## config.mk

```make
export PLATFORM = sky130hd
export DESIGN_NAME = cam_capture
export DESIGN_NICKNAME = d
export VERILOG_FILES = /design/src/rtl/cam_cap_pkg.sv /design/src/rtl/cam_sync.sv /design/src/rtl/cam_qualify.sv /design/src/rtl/cam_fifo.sv /design/src/rtl/cam_capture.sv
export SDC_FILE = /design/constraint.sdc
export NUM_CORES = 1
export LEC_CHECK = 0
export BUFFER_PORTS_ARGS = -buffer_cell sky130_fd_sc_hd__clkbuf_2
export CORE_MARGIN = 4
export CORE_UTILIZATION = 50
export DETAILED_ROUTE_END_ITERATION = 12
export PLACE_DENSITY = 0.72
export SLEW_MARGIN = 5
export SYNTH_ARGS = -nofsm -noshare
export SYNTH_HDL_FRONTEND = slang
export SYNTH_SLANG_ARGS = --single-unit
```

## constraint.sdc

```tcl
create_clock -name clk -period 6.6 [get_ports clk]
set_clock_uncertainty 0.05 [all_clocks]
set_input_delay 0.66 -clock clk [delete_from_list [all_inputs] [get_ports clk]]
set_output_delay 0.66 -clock clk [all_outputs]
set_load 0.02 [all_outputs]
```

## src/rtl/cam_cap_pkg.sv

```systemverilog
package cam_cap_pkg;

    localparam int PIX_W = 10;

    typedef enum logic {
        MODE_GATED = 1'b0,
        MODE_FREE  = 1'b1
    } cap_mode_e;

    // sensor pins after synchronization
    typedef struct packed {
        logic             vsync;
        logic             hsync;
        logic             pclk;
        logic [PIX_W-1:0] data;
    } sen_bus_t;

    // one captured word with its markers
    typedef struct packed {
        logic             sof;
        logic             sol;
        logic [PIX_W-1:0] pix;
    } cap_word_t;

    function automatic logic rose(input logic cur, input logic prev);
        return cur & ~prev;
    endfunction

    function automatic logic [31:0] ptr_next(input logic [31:0] p, input int unsigned depth);
        return (p == depth - 1) ? 32'd0 : p + 32'd1;
    endfunction

endpackage

```

## src/rtl/cam_sync.sv

```systemverilog
module cam_sync #(
    parameter int W      = 1,
    parameter int STAGES = 2
) (
    input  logic         clk,
    input  logic         rst,
    input  logic [W-1:0] d,
    output logic [W-1:0] q
);
    logic [W-1:0] stg [STAGES];

    always_ff @(posedge clk) begin
        if (rst) stg[0] <= '0;
        else     stg[0] <= d;
    end

    for (genvar i = 1; i < STAGES; i++) begin : g_stage
        always_ff @(posedge clk) begin
            if (rst) stg[i] <= '0;
            else     stg[i] <= stg[i-1];
        end
    end

    assign q = stg[STAGES-1];
endmodule

```

## src/rtl/cam_qualify.sv

```systemverilog
module cam_qualify
    import cam_cap_pkg::*;
(
    input  logic      clk,
    input  logic      rst,
    input  sen_bus_t  bus_s,
    input  cap_mode_e mode_req,
    output logic      cap_valid,
    output cap_word_t cap_word,
    output cap_mode_e active_mode
);
    sen_bus_t  prev;
    logic      sof_pend, sol_pend;
    logic      vs_rise, hs_rise, pclk_rise;
    cap_mode_e eff_mode;
    logic      take;
    logic      sof_now, sol_now;

    assign vs_rise   = rose(bus_s.vsync, prev.vsync);
    assign hs_rise   = rose(bus_s.hsync, prev.hsync);
    assign pclk_rise = rose(bus_s.pclk,  prev.pclk);

    // a frame starting this very cycle already runs in the requested mode
    assign eff_mode = vs_rise ? mode_req : active_mode;

    always_comb begin
        take = pclk_rise & bus_s.vsync;
        if (eff_mode == MODE_GATED) take = take & bus_s.hsync;
    end

    assign sof_now = sof_pend | vs_rise;
    assign sol_now = (sol_pend | hs_rise) & (eff_mode == MODE_GATED);

    always_ff @(posedge clk) begin
        if (rst) begin
            prev        <= '0;
            active_mode <= MODE_GATED;
            sof_pend    <= 1'b0;
            sol_pend    <= 1'b0;
            cap_valid   <= 1'b0;
            cap_word    <= '0;
        end else begin
            prev        <= bus_s;
            active_mode <= eff_mode;
            cap_valid   <= take;
            if (take) begin
                cap_word.sof <= sof_now;
                cap_word.sol <= sol_now;
                cap_word.pix <= bus_s.data;
            end
            sof_pend <= take ? 1'b0 : (sof_pend | vs_rise);
            sol_pend <= take ? 1'b0 : (sol_pend | hs_rise);
        end
    end

    p_no_cap_outside_r2: assert property (@(posedge clk) disable iff (rst)
        (pclk_rise && !bus_s.vsync) |=> !cap_valid);

    p_gated_hsync_r3: assert property (@(posedge clk) disable iff (rst)
        (pclk_rise && !bus_s.hsync && !vs_rise && active_mode == MODE_GATED) |=> !cap_valid);

    p_sol_free_r7: assert property (@(posedge clk) disable iff (rst)
        (cap_valid && active_mode == MODE_FREE) |-> !cap_word.sol);

    p_mode_hold_r8: assert property (@(posedge clk) disable iff (rst)
        !vs_rise |=> $stable(active_mode));
endmodule

```

## src/rtl/cam_fifo.sv

```systemverilog
module cam_fifo
    import cam_cap_pkg::*;
#(
    parameter int DEPTH = 8
) (
    input  logic      clk,
    input  logic      rst,
    input  logic      push,
    input  cap_word_t wdata,
    output logic      rvalid,
    input  logic      rready,
    output cap_word_t rdata,
    output logic      ovf,
    input  logic      ovf_clr
);
    localparam int PTR_W = (DEPTH > 1) ? $clog2(DEPTH) : 1;
    localparam int CNT_W = $clog2(DEPTH + 1);

    cap_word_t        mem [DEPTH];
    logic [PTR_W-1:0] wr_ptr, rd_ptr;
    logic [CNT_W-1:0] count;
    logic             full, do_pop, do_push, drop;

    assign full    = (count == CNT_W'(DEPTH));
    assign rvalid  = (count != '0);
    assign rdata   = mem[rd_ptr];
    assign do_pop  = rvalid & rready;
    assign do_push = push & (~full | do_pop);
    assign drop    = push & full & ~do_pop;

    always_ff @(posedge clk) begin
        if (do_push) mem[wr_ptr] <= wdata;
    end

    always_ff @(posedge clk) begin
        if (rst) begin
            wr_ptr <= '0;
            rd_ptr <= '0;
            count  <= '0;
            ovf    <= 1'b0;
        end else begin
            if (do_push) wr_ptr <= PTR_W'(ptr_next(32'(wr_ptr), DEPTH));
            if (do_pop)  rd_ptr <= PTR_W'(ptr_next(32'(rd_ptr), DEPTH));
            case ({do_push, do_pop})
                2'b10:   count <= count + 1'b1;
                2'b01:   count <= count - 1'b1;
                default: count <= count;
            endcase
            if (drop)         ovf <= 1'b1;
            else if (ovf_clr) ovf <= 1'b0;
        end
    end

    p_count_bound_r9: assert property (@(posedge clk) disable iff (rst)
        count <= CNT_W'(DEPTH));

    p_hold_r9: assert property (@(posedge clk) disable iff (rst)
        (rvalid && !rready) |=> (rvalid && $stable(rdata)));

    p_ovf_sticky_r10: assert property (@(posedge clk) disable iff (rst)
        (ovf && !ovf_clr) |=> ovf);
endmodule

```

## src/rtl/cam_capture.sv

```systemverilog
module cam_capture
    import cam_cap_pkg::*;
#(
    parameter int FIFO_DEPTH  = 8,
    parameter int SYNC_STAGES = 2
) (
    input  logic             clk,
    input  logic             rst,
    input  logic             mode_free,
    input  logic             sen_pclk,
    input  logic             sen_vsync,
    input  logic             sen_hsync,
    input  logic [PIX_W-1:0] sen_data,
    output logic             out_valid,
    input  logic             out_ready,
    output logic [PIX_W-1:0] out_data,
    output logic             out_sof,
    output logic             out_sol,
    output logic             ovf_flag,
    input  logic             ovf_clear
);
    localparam int BUS_W = $bits(sen_bus_t);

    sen_bus_t   raw_bus, bus_s;
    logic [BUS_W-1:0] bus_q;
    cap_mode_e  mode_req, active_mode;
    logic       cap_valid;
    cap_word_t  cap_word, head;

    assign raw_bus = '{vsync: sen_vsync, hsync: sen_hsync, pclk: sen_pclk, data: sen_data};
    assign mode_req = mode_free ? MODE_FREE : MODE_GATED;

    cam_sync #(.W(BUS_W), .STAGES(SYNC_STAGES)) u_sync (
        .clk (clk),
        .rst (rst),
        .d   (raw_bus),
        .q   (bus_q)
    );
    assign bus_s = sen_bus_t'(bus_q);

    cam_qualify u_qual (
        .clk         (clk),
        .rst         (rst),
        .bus_s       (bus_s),
        .mode_req    (mode_req),
        .cap_valid   (cap_valid),
        .cap_word    (cap_word),
        .active_mode (active_mode)
    );

    cam_fifo #(.DEPTH(FIFO_DEPTH)) u_fifo (
        .clk     (clk),
        .rst     (rst),
        .push    (cap_valid),
        .wdata   (cap_word),
        .rvalid  (out_valid),
        .rready  (out_ready),
        .rdata   (head),
        .ovf     (ovf_flag),
        .ovf_clr (ovf_clear)
    );

    assign out_data = head.pix;
    assign out_sof  = head.sof;
    assign out_sol  = head.sol;

    p_reset_quiet_r1: assert property (@(posedge clk)
        rst |=> (!out_valid && !ovf_flag));
endmodule

```

# Yosys cells after proc, flatten, opt, wreduce, memory -nomap -nowiden
# Memories as Yosys holds them, arrays and structs flattened. A register that Yosys moved wholly into a read port is not among the register bits.
# Cells that the tools add are included.
# word_totals
ff_bits,30
ramBits,122
inputBits,18
out_inout_bits,14
elab_cells,67
mem_count,2
# classes
n_addsub,4
n_eq_ne,5
n_mux,17
bitwise,21
reduce_logical,4
# mem_list
name,words,width,rd,rd_ports_with_merged_regs,write_ports,line,rtl
u_fifo.mem,8,12,1,1,1,cam_fifo.sv:19,cap_word_t mem [DEPTH];
u_sync.stg,2,13,2,0,2,cam_sync.sv:10,logic [W-1:0] stg [STAGES];
# op_table
cell,count
13-bit 2-to-1 mux,2
3-bit 2-to-1 mux,4
1-bit AND,10
1-bit 2-to-1 mux,10
4-bit one-hot mux with 2 select lines,1
3-bit by 1-bit adder with 3-bit output (second input constant),2
3-bit == test (second input constant),2
1-bit inverter,6
1-bit OR,5
4-bit by 1-bit adder with 4-bit output (second input constant),1
4-bit == test (second input constant),1
2-bit nonzero test,2
4-bit nonzero test,1
4-bit by 1-bit subtractor with 4-bit output (second input constant),1
2-bit by 1-bit == test with 1-bit output (second input constant),1
2-bit == test (second input constant),1
2-bit OR reduction,1

# Longest topological paths before layout
# Gate-level depths: netlist (run 1).
# depth
depth_word,6
ltp_mapped,11

# Hierarchy
# Synthesis (run 1) repeated with hierarchy kept, for this count alone.
# unflattened
cells_unflattened,364
area_unflattened_um2,5941.9
# modules_own_cells
mod,instances,cells_per_inst,area_each_um2
cam_fifo,1,234,4453.0
cam_qualify,1,76,788.3
cam_sync,1,54,700.7

# Worst setup path after synthesis (run 1)
# Ideal clock, no wire load.
# synth_timing
path_kind,in2reg
startpoint,input port out_ready
endpoint,memory u_fifo.mem[0][0] in the netlist's numbering (enable)
setup_ns,0.412
t_arrival_ns,2.143
setup_slack_ns,3.995
cell_stages,3
n_path_buf,0
cell_sequence,nand2b_1 > o21ai_4 > nor4_1
# synth_via
elab_chain_cells,5
# synth_rtl
element,line,rtl
start: declaration,cam_capture.sv:15,"input logic out_ready,"
1-bit AND,cam_fifo.sv:27,assign do_pop = rvalid & rready;
1-bit OR,cam_fifo.sv:28,assign do_push = push & (~full | do_pop);
1-bit AND,cam_fifo.sv:28,
1-bit 2-to-1 mux,cam_fifo.sv:32,if (do_push) mem[wr_ptr] <= wdata;
1-bit 2-to-1 mux (not written as such),cam_fifo.sv:32,
end: declaration,cam_fifo.sv:19,
# No other way between the ends.

==> results by group, run 1 <==
Clock tree
  – Hold_buf cts: 0
  – H-tree levels: 4
  – CTS sink cnt: ~160
  – Worst-path clk slew: roughly 60 ps
  – Post-CTS Resized: 0
  – Clock Path Buffers: 2
  – Clk Latency, worst-skew pair: approximately 410 ps
  – Root Buffer: clkbuf_16
  – CTS tree: done
  – Setup Buffers After CTS: 0
  – TritonCTS Buffers: 17

Floorplan
  – Die W: approximately 120 microns
  – # IOs: 32
  – Die area: 13600 sq um
  – Initial core utilization: 0.514
  – Die Y: approximately 120 microns
  – Rows: 39
  – Core area: 11500 sq um

STA
  – Final worst slack: between 3000 and 4000 ps
  – Worst-margin pin slew: between 1000 and 1500 ps
  – Max-slew headroom: 0.299
  – Maximum clock rate: between 300 and 400 MHz
  – Hold_ws: 389 ps
  – Final Cycle Share: 0.456
  – RSZ-0062 raised after global routing: no
  – Setup tns final: 0 ps
  – Setup violations, final: 0
  – Fin. Hold Viols: 0
  – Final min period: approximately 3000 ps
  – Final Slew Violations: 0

Pwr
  – Lkg Pwr: around 0.0023 uW
  – Worst VDD drop: approximately 0.18 mV
  – P per Cell Area: between 200 and 300 nW/um^2
  – Final Power: roughly 2000 uW

Yosys
  – Yosys top cell area share: 0.489
  – Largest cells by area after synthesis: edfxtp_1 (49%), dfxtp_1 (20%), mux4_1 (8.0%)
  – Synth Instances: about 350
  – Async set-reset flop share out of synthesis: 0
  – Seq/Total Area, Yosys: 0.690
  – Yosys top cell by area: edfxtp_1
  – Syn_nets: 378
  – Synth Flop Type: edfxtp_1
  – Netlist cell types: 39
  – Avg Inst Size Synth: about 17 sq um
  – #FFs+latches synth: roughly 160
  – Yosys warning count: 0
  – EDFF count, synth: 96
  – Cell Area, Synth: 5890 sq um

Finish
  – Fin nets: 420
  – Synth-to-layout area growth: 15.6%
  – Storage cell area: around 4100 sq um
  – Diode count: 0
  – Post-Layout Inst Area: about 7000 sq um
  – FILL cells: 855
  – Multi-input logic area: roughly 1700 sq um
  – Share of post-route cells with drive strength above 1: 0.240

Worst setup path
  – Slowest Stage Delay on Critical Path: between 1000 and 1500 ps
  – R2r setup slk: 3950 ps
  – WP data arrival: ~2300 ps
  – CP max stage cell: dfxtp_1
  – R2R Path Start: u_fifo.count[0]$_SDFFE_PP0P_
  – Crit start category: flop
  – Critical Path RT: between 5000 and 6000 ps
  – Setup CP Type: flop to output pin
  – CP cell instances: mux4_1 > mux2_2 > clkbuf_2
  – Crit path capture type: output pin
  – Crit Path Max Fanout: 24

Drt
  – WL/cell: between 15 and 20 microns
  – DRT iter0 DRCs: 290
  – DRC Markers: 0
  – DR vias: 2858
  – Post-DRT Antenna Nets: 0
  – Routed WL: slightly above 9000 microns
  – DR pass1 iterations: 6
  – Via/cell ratio: roughly 5.2

Place
  – I/O Buffers: 31
  – Global placement routability congestion: 0.722
  – DP Worst Slack: approximately 3800 ps
  – DP Area: between 6000 and 7000 sq um
  – Detailed Place HPWL: between 5000 and 6000 microns

Job
  – Max-Cap Viols: 0

Global routing
  – Total GRT Usage: 0.149
  – Vias in the first global route: 2842
  – Largest net degree at the start of global routing: 69
  – Total grt overflow: 0
  – Antenna violations before repair: 0
  – First-pass GRT wire length: ~15000 microns

Worst hold path
  – HP Class: flop to flop
  – Min-delay src: u_sync.stg[0][10]$_SDFF_PP0_

Outcome
  – Status: completed
[worst paths after layout]
check	to	cells past startpoint
worst max-delay path	out_data[4]	3
worst min-delay path	u_sync.stg[1][10]$_SDFF_PP0_	1
worst max register to register	u_fifo.count[3]$_SDFFE_PP0P_	8
worst min register to register	u_sync.stg[1][10]$_SDFF_PP0_	1
[flip-flops by register name, indices dropped and copies added (netlist names), 3 cells and up, named ones only]
signal           flops
u_qual.cap_word     12
u_fifo.count         4
u_sync.stg          26
u_fifo.mem          96
u_fifo.wr_ptr        3
u_qual.prev          3
u_fifo.rd_ptr        3
[routing by layer]
metal | vias up | wire length [microns] | GRT usage | share of wire
met5 | - | 0 | 0 | 0
met4 | 0 | 124 | 0.0528 | 0.013
met3 | 12 | 339 | 0.0451 | 0.037
met2 | 54 | 4470 | 0.241 | 0.49
met1 | 1378 | 4270 | 0.192 | 0.46
li1 | 1414 | - | - | -
[placed cells by master (no fill, tap or decap), types with 2 or more instances in the layout]
master     netlist  layout
dfxtp_1         59      59
clkbuf_16        0      20
nor2b_1         31      31
inv_6            0       6
o21ai_0          3       3
a21oi_1          7       7
o32ai_1          2       2
nand2_1         10      10
clkinv_4         0       3
nor2_1          12      12
inv_1            6       6
or3_1            2       2
ha_1             7       7
nand2b_1        25      25
mux2i_1         14      14
mux2_2          13      13
clkbuf_2         0      31
edfxtp_1        96      96
mux4_1          18      18
nor3_1           4       4
xor2_1           3       3
inv_8            0       2
buf_4            0       9
mux4_2           6       6
[power by group]
group | internal [uW] | switching (uW) | total (uW)
clock | 564 | 400 | 964
sequential | 1030 | 2.47 | 1030
combinational | 12.6 | 11.2 | 23.8
[layout make-up]
type                            instances  share of cell area
Sequential cell                       155               0.597
Inverter                                6             0.00331
Tap cell                              143              0.0263
Clock inverter                         12              0.0158
Timing Repair Buffer                   40              0.0327
Clock buffer                           20              0.0735
Multi-Input combinational cell        175               0.252
[kinds of logic (layout without fill, tap and decap cells)]
| group | after synthesis | in the layout | synth area share |
|---|---|---|---|
| xor gates and xnor gates | 3 | 3 | 0.00446 |
| AOI/OAI and AO/OA | 20 | 20 | 0.0240 |
| adders and majority gates | 7 | 7 | 0.0149 |
| buffers and inverters | 23 | 78 | 0.0215 |
| DFF | 155 | 155 | 0.690 |
| and+or+nand+nor | 94 | 94 | 0.0935 |
| muxes | 51 | 51 | 0.152 |
[critical path: cells and delay by family, from the launching register on]
family / cells / cell delay, ps
buf+inv: 1 / 160
mux: 2 / 720
flops: 1 / 1010
[metrics by stage]
stage	utilization	std cells
5_1_grt	0.594	551
4_1_cts	0.594	551
3_3_place_gp	0.541	519
3_5_place_dp	0.541	519
6_report	0.594	551
2_1_floorplan	-	353
[synth_stat cells, types with 2 or more instances]
library cell,number
edfxtp_1,96
dfxtp_1,59
nor2b_1,31
nand2b_1,25
mux4_1,18
mux2i_1,14
mux2_2,13
nor2_1,12
clkbuf_1,10
nand2_1,10
a21oi_1,7
ha_1,7
inv_1,6
mux4_2,6
buf_6,5
nor3_1,4
o21ai_0,3
xor2_1,3
buf_2,2
o32ai_1,2
or3_1,2
(Power assumes the default switching activity.)
==> run 2, diff against run 1 <==
==> constraint.sdc (replaced) <==
create_clock -name clk -period 2.8 [get_ports clk]
set_clock_uncertainty 0.05 [all_clocks]
set_input_delay 0.28 -clock clk [delete_from_list [all_inputs] [get_ports clk]]
set_output_delay 0.28 -clock clk [all_outputs]
set_load 0.02 [all_outputs]
==> run 2 against run 1 <==
Compared with the run above:
- worst hold slack worse by 370 ps
- combinational power up 140%
- non-clock buffer count rose by 3
- die area unchanged
- sequential power grew 130%
- total power grew 140%
- sequential share of layout area down 0.45 points
- register-to-register slack got worse by 3800 ps
- count of clock-buffer cells in the layout increased by 5
- cell area increased by 0.75%
- global-route usage grew 0.15 points
- first-iteration DRC count fell by 45%
- largest cell class unchanged
==> results by group, run 2 (synthesis results as in run 1) <==
Drt
  – Post-DRT Antenna Nets: 0
  – DR pass1 iterations: 4
  – DRT iter0 DRCs: 160
  – Via/cell ratio: between 5 and 6
  – Routed WL: 9110 microns
  – DR vias: 2882
  – WL/cell: 16.4 microns
  – DRC Markers: 0

Finish
  – Most flops, register: u_fifo.mem
  – Most frequent cells in the layout: edfxtp_1 (96), dfxtp_1 (59), clkbuf_2 (32)
  – Diode count: 0
  – Share of post-route cells with drive strength above 1: 0.246
  – Top flop regs: u_fifo.mem: 96 flops, u_sync.stg: 26 flops, u_qual.cap_word: 12 flops
  – Final Util: 0.598
  – Synth-to-layout area growth: 16.5%
  – Max reg flops: 96
  – Commonest non-fill, non-tap cell in the layout: edfxtp_1
  – Fin nets: around 420

Pwr
  – Clock power frac: 0.485
  – Int Power: 3940 uW
  – P per Cell Area: around 700 nW/um^2
  – Sw frac: 0.182
  – Sequential group share of total power: 0.503
  – Comb power frac: 0.012
  – Worst VDD drop: between 0.4 and 0.5 mV
  – Sw Pwr: 876 uW
  – Lkg Pwr: roughly 0.0023 uW

Worst setup path
  – Setup CP Type: flop to flop
  – Worst path top cell family by delay: simple AND/OR/NAND/NOR gates
  – Critical Path RT: 3090 ps
  – R2R Path Start: u_fifo.count[1]$_SDFFE_PP0P_
  – Slowest Stage Delay on Critical Path: 540 ps
  – CP max stage cell: or4_4
  – Crit path capture type: flop
  – Buf/Inv on CP: 1
  – Crit Path Max Fanout: 8
  – WP data arrival: about 2900 ps
  – CP cell instances: or4_4 > nand2_1 > inv_1 > ha_1 > xor2_1 > ha_1 > a21oi_1 > xor2_1 > or3_1 > a21oi_1
  – Crit start category: flop
  – Worst setup path start: u_fifo.count[1]$_SDFFE_PP0P_

Floorplan
  – Core area: about 11000 sq um
  – # IOs: 32
  – Die area: between 10000 and 15000 sq um
  – Die Y: around 120 microns
  – Initial core utilization: 0.514
  – Rows: 39
  – Die W: around 120 microns

Global routing
  – First-pass GRT wire length: 14700 microns
  – Total GRT Usage: 0.150
  – Total grt overflow: 0
  – Vias in the first global route: approximately 2900
  – Antenna violations before repair: 0
  – Largest net degree at the start of global routing: 39

Clock tree
  – TritonCTS Buffers: 17
  – Worst-path clk slew: 60 ps
  – H-tree levels: 4
  – Hold_buf cts: 0
  – Root Buffer: clkbuf_16
  – Clock Path Buffers: 2
  – Clk Latency, worst-skew pair: roughly 400 ps
  – CTS sink cnt: around 160
  – CTS tree: done

Place
  – Global placement routability congestion: ~0.72
  – I/O Buffers: 31
  – Detailed Place HPWL: 5610 microns

STA
  – RSZ-0062 raised after global routing: no
  – Setup tns final: 0 ps
  – Maximum clock rate: ~380 MHz
  – Fin. Hold Viols: 0
  – Final Slew Violations: 0
  – Max-slew headroom: 0.440
  – Final min period: around 2600 ps
  – Final Cycle Share: 0.939
  – Worst-margin pin slew: roughly 830 ps
  – Setup violations, final: 0

Worst hold path
  – Min-delay src: sen_data[8]
  – HP Class: primary input to flop

Outcome
  – Status: completed

Job
  – Max-Cap Viols: 0
-- run 2: final cells by class --
class	count	area [sq um]
Sequential cell	155	4060
Tap cell	143	179
Clock buffer	25	563
Multi-Input combinational cell	175	1720
Clock inverter	7	70.1
Timing Repair Buffer	43	245
Fill cell	867	4600
Inverter	6	22.5
-- run 2: layer usage --
metal,part of all wire,track usage
met3,0.049,0.0503
met5,0,0
met1,0.44,0.184
met4,0.022,0.0696
met2,0.49,0.242
-- run 2: power groups by stage --
stage	logic [uW]	clock network [uW]	registers, uW
5_1_grt	64.1	2480	2420
4_1_cts	57.7	2380	2420
2_1_floorplan	39.3	0	2470
3_3_place_gp	55.9	0	2470
3_5_place_dp	57.6	0	2470
6_report	56.6	2340	2420
-- run 2: final timing paths --
| check | cells after the start | slack, ps | end |
|---|---|---|---|
| setup / recovery | 10 | 170 | u_fifo.count[2]$_SDFFE_PP0P_ |
| hold / removal | 2 | 20 | u_sync.stg[0][8]$_SDFF_PP0_ |
| setup reg to reg | 10 | 170 | u_fifo.count[2]$_SDFFE_PP0P_ |
| hold reg to reg | 1 | 380 | u_sync.stg[1][10]$_SDFF_PP0_ |
-- run 2: timing repair --
| item | CTS | global route |
|---|---|---|
| setup endpoints to repair | 0 | 1 |
| gates resized for setup | 0 | 2 |
| buffers inserted | 0 | 0 |
-- run 2: metrics by stage --
step	setup slack, ps	cell area (sq um)	hold slack (ps)	power [uW]	cells
2_1_floorplan	260	5890	358	2510	353
3_3_place_gp	309	6220	367	2530	522
3_5_place_dp	195	6220	375	2530	522
4_1_cts	174	6850	4.24	4860	554
5_1_grt	10.6	6860	15.8	4970	554
6_report	169	6860	20.3	4820	554
==> run 3, diff against run 2 <==
--- a/config.mk
+++ b/config.mk
@@ -6,10 +6,13 @@
 export NUM_CORES = 1
 export LEC_CHECK = 0
 export BUFFER_PORTS_ARGS = -buffer_cell sky130_fd_sc_hd__clkbuf_2
+export CELL_PAD_IN_SITES_DETAIL_PLACEMENT = 1
+export CELL_PAD_IN_SITES_GLOBAL_PLACEMENT = 2
+export CORE_ASPECT_RATIO = 1.2
 export CORE_MARGIN = 4
-export CORE_UTILIZATION = 50
+export CORE_UTILIZATION = 45
 export DETAILED_ROUTE_END_ITERATION = 12
-export PLACE_DENSITY = 0.72
+export PLACE_DENSITY = 0.83
 export SLEW_MARGIN = 5
 export SYNTH_ARGS = -nofsm -noshare
 export SYNTH_HDL_FRONTEND = slang
==> run 3 against run 2 <==
Compared with the run above:
- die area increased by 10%
- non-clock buffer count did not move
- cell area down 1.3%
- total power decreased by 7.9%
- worst hold slack better by 8.8 ps
- setup slack better by 63 ps
- count of clock-buffer cells in the layout is 7 lower
- utilization decreased by 6.6 points
- clock power is 17% lower
- critical path type unchanged
- largest cell class unchanged
==> results by group, run 3 (synthesis results as in run 1) <==
Global routing
  – Largest net degree at the start of global routing: 58
  – Antenna violations before repair: 0
  – First-pass GRT wire length: around 17000 microns
  – Vias in the first global route: 3223
  – Total grt overflow: 0
  – Total GRT Usage: 0.152

Finish
  – Max reg flops: 96
  – Most flops, register: u_fifo.mem
  – Most frequent cells in the layout: edfxtp_1 (96), dfxtp_1 (59), nor2b_1 (31), clkbuf_2 (31), nand2b_1 (25)
  – Fin nets: 423
  – Top flop regs: u_fifo.mem: 96 flops, u_sync.stg: 26 flops, u_qual.cap_word: 12 flops
  – Commonest non-fill, non-tap cell in the layout: edfxtp_1
  – Diode count: 0
  – Share of post-route cells with drive strength above 1: 0.237
  – Synth-to-layout area growth: 15.0%

Drt
  – Via/cell ratio: ~5.2
  – DRC Markers: 0
  – DR pass1 iterations: 4
  – WL/cell: 18.2 microns
  – Routed WL: between 10000 and 15000 microns
  – DRT iter0 DRCs: ~120
  – DR vias: slightly below 3000
  – Post-DRT Antenna Nets: 0

STA
  – Max-slew headroom: 0.426
  – RSZ-0062 raised after global routing: no
  – Final Slew Violations: 0
  – Worst-margin pin slew: 856 ps
  – Maximum clock rate: 389 MHz
  – Final Cycle Share: 0.917
  – Fin. Hold Viols: 0
  – Setup tns final: 0 ps
  – Setup violations, final: 0
  – Final worst slack: roughly 230 ps
  – Hold_ws: between 20 and 30 ps
  – Final min period: 2570 ps

Worst setup path
  – Crit Path Max Fanout: 6
  – Setup CP Type: flop to flop
  – Crit start category: flop
  – CP cell instances: or4_4 > nand2_2 > inv_1 > ha_1 > xor2_1 > ha_1 > a21oi_1 > xor2_1 > or3_1 > a21oi_1
  – Slowest Stage Delay on Critical Path: 570 ps
  – Buf/Inv on CP: 1
  – WP data arrival: 2850 ps
  – Critical Path RT: approximately 3000 ps
  – CP max stage cell: or4_4
  – Crit path capture type: flop
  – Worst path top cell family by delay: simple AND/OR/NAND/NOR gates

Pwr
  – Sw frac: 0.197
  – Lkg Pwr: 0.00220 uW
  – Comb power frac: 0.013
  – P per Cell Area: 654 nW/um^2
  – Sw Pwr: roughly 900 uW
  – Clock power frac: 0.440
  – Worst VDD drop: around 0.41 mV
  – Int Power: about 3600 uW
  – Sequential group share of total power: 0.547

Floorplan
  – # IOs: 32
  – Rows: 45
  – Die area: between 10000 and 15000 sq um
  – Core area: ~13000 sq um
  – Die Y: ~130 microns
  – Die W: ~110 microns
  – Initial core utilization: 0.463

Worst hold path
  – HP Class: primary input to flop

Place
  – I/O Buffers: 31
  – Detailed Place HPWL: 6750 microns
  – Global placement routability congestion: ~0.75
  – DP Worst Slack: between 200 and 250 ps

Job
  – Max-Cap Viols: 0

Outcome
  – Status: completed

Clock tree
  – Clock Path Buffers: 2
  – Root Buffer: clkbuf_16
  – CTS sink cnt: between 150 and 200
  – H-tree levels: 4
  – TritonCTS Buffers: 17
  – Clk Latency, worst-skew pair: between 400 and 500 ps
  – Worst-path clk slew: roughly 60 ps
  – CTS tree: done
-- run 3: metal layers --
layer | track usage | wire (microns) | up-vias
li1 | - | - | 1426
met1 | 0.182 | 4470 | 1476
met2 | 0.268 | 5530 | 53
met3 | 0.0341 | 288 | 13
met4 | 0.0561 | 155 | 0
met5 | 0 | 0 | -
-- run 3: power by group through the flow --
stage / registers (uW) / clock network, uW / logic (uW)
2_1_floorplan: 2470 / 0 / 39.3
3_3_place_gp: 2470 / 0 / 58.6
3_5_place_dp: 2470 / 0 / 60.9
4_1_cts: 2420 / 2010 / 60.7
5_1_grt: 2420 / 2120 / 67.4
6_report: 2420 / 1950 / 59.4
-- run 3: cell type report --
cell class                      instances  area (sq um)
Timing Repair Buffer                   43           258
Clock inverter                         13          78.8
Inverter                                6          22.5
Multi-Input combinational cell        175          1720
Fill cell                            1233          5950
Tap cell                              164           205
Clock buffer                           18           429
Sequential cell                       155          4060
-- run 3: through the flow --
step,instance area (sq um),total power (uW),std cells,utilization
6_report,6780,4430,574,0.532
4_1_cts,6770,4490,574,0.532
5_1_grt,6780,4610,574,0.532
3_5_place_dp,6260,2530,543,0.492
3_3_place_gp,6260,2530,543,0.492
2_1_floorplan,5890,2510,353,-
-- run 3: path summary, 6_finish.rpt --
kind / startpoint / endpoint / slack (ps) / cells after the start
min reg2reg: u_sync.stg[0][7]$_SDFF_PP0_ / u_sync.stg[1][7]$_SDFF_PP0_ / 390 / 1
max reg2reg: u_fifo.count[0]$_SDFFE_PP0P_ / u_fifo.count[2]$_SDFFE_PP0P_ / 230 / 10
max: u_fifo.count[0]$_SDFFE_PP0P_ / u_fifo.count[2]$_SDFFE_PP0P_ / 230 / 10
min: sen_vsync / u_sync.stg[0][12]$_SDFF_PP0_ / 30 / 2
-- run 3: timing repair --
item                       4_1_cts  5_1_grt
gates resized for setup          0        1
hold buffers                     0        0
buffers inserted                 0        0
setup endpoints to repair        0        1
